`src/rtl/dma_hs_pkg.sv`:
```
package dma_hs_pkg;

    localparam int LANE_TX   = 0;
    localparam int LANE_RX   = 1;
    localparam int NUM_LANES = 2;

    typedef struct packed {
        logic enable;
        logic trigger;
        logic inhibit;
    } lane_ctl_t;

    typedef enum logic [0:0] {
        LANE_IDLE = 1'b0,
        LANE_BUSY = 1'b1
    } lane_state_e;

    function automatic int cnt_width(input int cycles);
        return (cycles < 2) ? 1 : $clog2(cycles + 1);
    endfunction

endpackage

```
`src/rtl/dma_rise_det.sv`:
```
module dma_rise_det (
    input  logic clk,
    input  logic rst,
    input  logic level,
    output logic rise
);
    logic level_q;

    always_ff @(posedge clk) begin
        if (rst) level_q <= 1'b0;
        else     level_q <= level;
    end

    assign rise = level & ~level_q;
endmodule

```
`src/rtl/dma_pulse_lane.sv`:
```
module dma_pulse_lane
    import dma_hs_pkg::*;
#(
    parameter int PULSE_CYCLES = 3
) (
    input  logic      clk,
    input  logic      rst,
    input  lane_ctl_t ctl,
    output logic      req_n
);
    localparam int CW = cnt_width(PULSE_CYCLES);
    localparam logic [CW-1:0] LOAD = CW'(PULSE_CYCLES);

    logic [CW-1:0] remain;
    lane_state_e   state;
    logic          start;

    assign state = (remain != '0) ? LANE_BUSY : LANE_IDLE;
    assign start = ctl.enable & ctl.trigger & ~ctl.inhibit & (state == LANE_IDLE);

    always_ff @(posedge clk) begin
        if (rst)                    remain <= '0;
        else if (!ctl.enable)       remain <= '0;
        else if (start)             remain <= LOAD;
        else if (state == LANE_BUSY) remain <= remain - 1'b1;
    end

    assign req_n = (state == LANE_IDLE);
endmodule

```
`src/rtl/dma_rx_cond.sv`:
```
module dma_rx_cond (
    input  logic clk,
    input  logic rst,
    input  logic first_char_mode,
    input  logic rx_special,
    input  logic int_clear,
    output logic inhibit,
    output logic rx_int
);
    assign inhibit = first_char_mode & rx_special;

    always_ff @(posedge clk) begin
        if (rst)            rx_int <= 1'b0;
        else if (inhibit)   rx_int <= 1'b1;
        else if (int_clear) rx_int <= 1'b0;
    end
endmodule

```
`src/rtl/dma_handshake_gen.sv`:
```
module dma_handshake_gen
    import dma_hs_pkg::*;
#(
    parameter int PULSE_CYCLES = 3
) (
    input  logic clk,
    input  logic rst,
    input  logic tx_en,
    input  logic rx_en,
    input  logic first_char_mode,
    input  logic tx_empty,
    input  logic rx_avail,
    input  logic rx_special,
    input  logic int_clear,
    output logic tx_req_n,
    output logic rx_req_n,
    output logic rx_int
);
    logic [NUM_LANES-1:0] flag_lv;
    logic [NUM_LANES-1:0] en_lv;
    logic [NUM_LANES-1:0] inh_lv;
    logic [NUM_LANES-1:0] rise_lv;
    logic [NUM_LANES-1:0] req_lv;
    logic                 rx_inhibit;

    assign flag_lv[LANE_TX] = tx_empty;
    assign flag_lv[LANE_RX] = rx_avail;
    assign en_lv[LANE_TX]   = tx_en;
    assign en_lv[LANE_RX]   = rx_en;
    assign inh_lv[LANE_TX]  = 1'b0;
    assign inh_lv[LANE_RX]  = rx_inhibit;

    dma_rx_cond u_rxc (
        .clk             (clk),
        .rst             (rst),
        .first_char_mode (first_char_mode),
        .rx_special      (rx_special),
        .int_clear       (int_clear),
        .inhibit         (rx_inhibit),
        .rx_int          (rx_int)
    );

    for (genvar g = 0; g < NUM_LANES; g++) begin : g_lane
        lane_ctl_t ctl;

        dma_rise_det u_edge (
            .clk   (clk),
            .rst   (rst),
            .level (flag_lv[g]),
            .rise  (rise_lv[g])
        );

        assign ctl = '{enable: en_lv[g], trigger: rise_lv[g], inhibit: inh_lv[g]};

        dma_pulse_lane #(.PULSE_CYCLES(PULSE_CYCLES)) u_pulse (
            .clk   (clk),
            .rst   (rst),
            .ctl   (ctl),
            .req_n (req_lv[g])
        );
    end

    assign tx_req_n = req_lv[LANE_TX];
    assign rx_req_n = req_lv[LANE_RX];
endmodule

```
`config.mk`:
```
export PLATFORM = sky130hd
export DESIGN_NAME = dma_handshake_gen
export DESIGN_NICKNAME = d
export VERILOG_FILES = /design/src/rtl/dma_hs_pkg.sv /design/src/rtl/dma_rise_det.sv /design/src/rtl/dma_pulse_lane.sv /design/src/rtl/dma_rx_cond.sv /design/src/rtl/dma_handshake_gen.sv
export SDC_FILE = /design/constraint.sdc
export NUM_CORES = 1
export LEC_CHECK = 0
export ABC_AREA = 1
export CORE_AREA = 2 2 39 41
export CTS_CLUSTER_SIZE = 40
export DETAILED_ROUTE_END_ITERATION = 7
export DIE_AREA = 0 0 41 43
export PLACE_DENSITY_LB_ADDON = 0.3
export REMOVE_ABC_BUFFERS = 1
export SYNTH_ARGS = -nofsm -noshare
export SYNTH_HDL_FRONTEND = slang
export SYNTH_SLANG_ARGS = --single-unit
```
`constraint.sdc`:
```
create_clock -name clk -period 1.5 [get_ports clk]
set_input_delay 0.3 -clock clk [delete_from_list [all_inputs] [get_ports clk]]
set_output_delay 0.3 -clock clk [all_outputs]
set_load 0.005 [all_outputs]
```
==> results.md <==
* Run status: completed
* Most common cell after layout, fill and taps aside: inv_1
* Fin. max-slew vios at 0
* Post-route cell area at 498 um^2
* Most frequent cells in the layout: inv_1 (12), nand2_1 (10), nor2_1 (10), clkdlybuf4s50_1 (9), dfxtp_1 (7)
* Flop2flop setup slack at 0.44 ns
* Worst hold path type: register to register
* Clock skew at 0.00267 ns
* Worst Max-Slew Pin Slew at 0.131 ns
* Final setup violation count at 0
* Critical path startpoint: u_rxc.rx_int
* GPL Wtd Cong at 0.681
* First-pass GRT wire length at 1120 um
* Worst path cell trace: clkdlybuf4s50_1
* CTS tree: done
* Ant. Diodes at 0
* Critical Path Source Type: register
* Core area at 1380 um^2
* Starting Density at 23.4%
* Yosys warning count at 0
* WHS Path Cells at 2
* CTS max path bufs at 2
* Hold endpoint: u_rxc.rx_int
* Leakage at 0.240 nW
* I/O pins at 12
* Initial antenna violation count at 0
* Crit path DAT at 1.06 ns
* Die W at 41 um
* Fin nets at 76
* GRT Total Usage at 9.93%
* Post-DP Area at 454 um^2
* Pin count of the biggest net entering global routing at 5
* Max VDD drop at 0.783 mV
* CP max stage cell: clkdlybuf4s50_1
* Crit path required time at 1.20 ns
* Root buf cell: clkbuf_4
* Wire per inst at 7.41 um
* R2r endpoint: g_lane[0].u_pulse.remain[1]
* Layout cell share with drive strength beyond 1 at 14.1%
* Mapped Area at 324 um^2
* Worst-path clk slew at 0.05 ns
* Die height at 43 um
* CP Capture Type: output port
* Vias/cell at 3.93
* Overflow after GRT at 0
* Hold buffers post-CTS at 0
* Final Hold Viols at 0
* Buf/Inv on CP at 1
* Worst Reg2Reg Path Length in Cells at 6
* Row count at 14
* Post-layout min period at 1.36 ns
* Post-DP HPWL at 478 um
* Clock H-tree levels at 1
* CTS buffer count at 3
* Worst rel slew slack at 91.2%
* Max Cap Viol at 0
* Worst path top cell family by delay: buffers and inverters
* CTS Sinks at 7
* DR vias at 314
* Crit path max fanout at 2
* WL final at 593 um
* Pre-Repair DR Iteration Count at 4
* WS Path Type: register to output port
* Number of global-route vias before repair at 308
* #FFs+latches synth at 7
* Reg2reg start: g_lane[0].u_pulse.remain[1]
* Clock Latency Late Sink at 0.24 ns
* TNS Setup at 0 ns
* Register area share after synthesis at 43.2%
* DIE AREA at 1760 um^2
* Number of distinct library cells after synthesis at 10
* DRT iter0 DRCs at 2
* HP Start: u_rxc.rx_int
* Max Clock Freq at 737 MHz
* Layout area overhead at 53.7%
* Power per cell area at 922 nW/um^2
* Residual DRC count at 0
* Mapped Avg Cell Area at 6.89 um^2
* RSZ-0062 raised after global routing: false
* IO buf count at 11
* CP max stage delay at 0.50 ns
* Antenna Nets Post-Route at 0
* Final worst-path cycle share at 90.4%
* Mapped Cells at 47
[final cells by class]
| cell class | count | area [um^2] |
|---|---|---|
| multi-input cells | 28 | 144 |
| fillers | 154 | 886 |
| repair buffers | 13 | 123 |
| flip-flops and latches | 7 | 140 |
| clock buffers | 4 | 26.3 |
| well taps | 16 | 20.0 |
| inverters | 12 | 45.0 |
[through the flow]
step / instances / hold WS, ns / setup WS, ns / total power [mW] / util, %
6_report: 80 / 0.468 / 0.143 / 0.459 / 36.0
5_1_grt: 80 / 0.503 / 0.0772 / 0.507 / 36.0
4_1_cts: 80 / 0.474 / 0.127 / 0.470 / 36.0
3_5_place_dp: 74 / 0.456 / 0.134 / 0.293 / 32.8
3_3_place_gp: 74 / 0.455 / 0.140 / 0.292 / 32.8
2_1_floorplan: 47 / 0.369 / 0.548 / 0.248 / -
[cell families (layout without fill, tap and decap cells)]
group,after synthesis,in the layout,synth area share (%)
and+or+nand+nor,23,23,30.5
buffers and inverters,12,29,13.9
DFF,7,7,43.2
AOI/OAI and AO/OA,3,3,4.63
adders and majority gates,2,2,7.72
[cell usage after synthesis]
cell	n	area share [%]
inv_1	12	14
ha_1	2	7.7
nand3_1	1	1.5
nand2_1	10	12
dfxtp_1	7	43
o21ai_0	2	3.1
nand2_2	1	1.9
nor3b_2	1	3.9
nor2_1	10	12
a21oi_1	1	1.5
[how the worst max path moves through the flow]
stage               cells after the start                           to  slack, ns
floorplan                               5  g_lane[0].u_pulse.remain[1]       0.55
global placement                        3                     rx_req_n       0.14
detailed placement                      3                     rx_req_n       0.13
CTS                                     1                       rx_int       0.13
global route                            3                     tx_req_n       0.08
finish                                  1                       rx_int       0.14
[metal layers]
layer / routed length (um) / vias to the layer above / global-route usage [%]
li1: - / 172 / -
met2: 267 / 8 / 14.7
met3: 39 / 2 / 4.71
met1: 266 / 132 / 9.94
met4: 19 / 0 / 8.00
met5: 0 / - / 0
[sequential cells by signal, indices dropped and copies added (netlist names)]
signal                 cells
g_lane.u_edge.level_q      2
u_rxc.rx_int               1
g_lane.u_pulse.remain      4
[power by group]
group,switching [mW],leakage [nW],internal [mW]
Clock,0.0653,0.0150,0.101
Combinational,0.0381,0.168,0.0527
Sequential,0.00422,0.0576,0.198
[timing repair]
item	CTS	global route
resized for setup	4	0
endpoints found under the setup margin	2	0
setup buffers	2	0
Power figures use the tool's default switching activity.
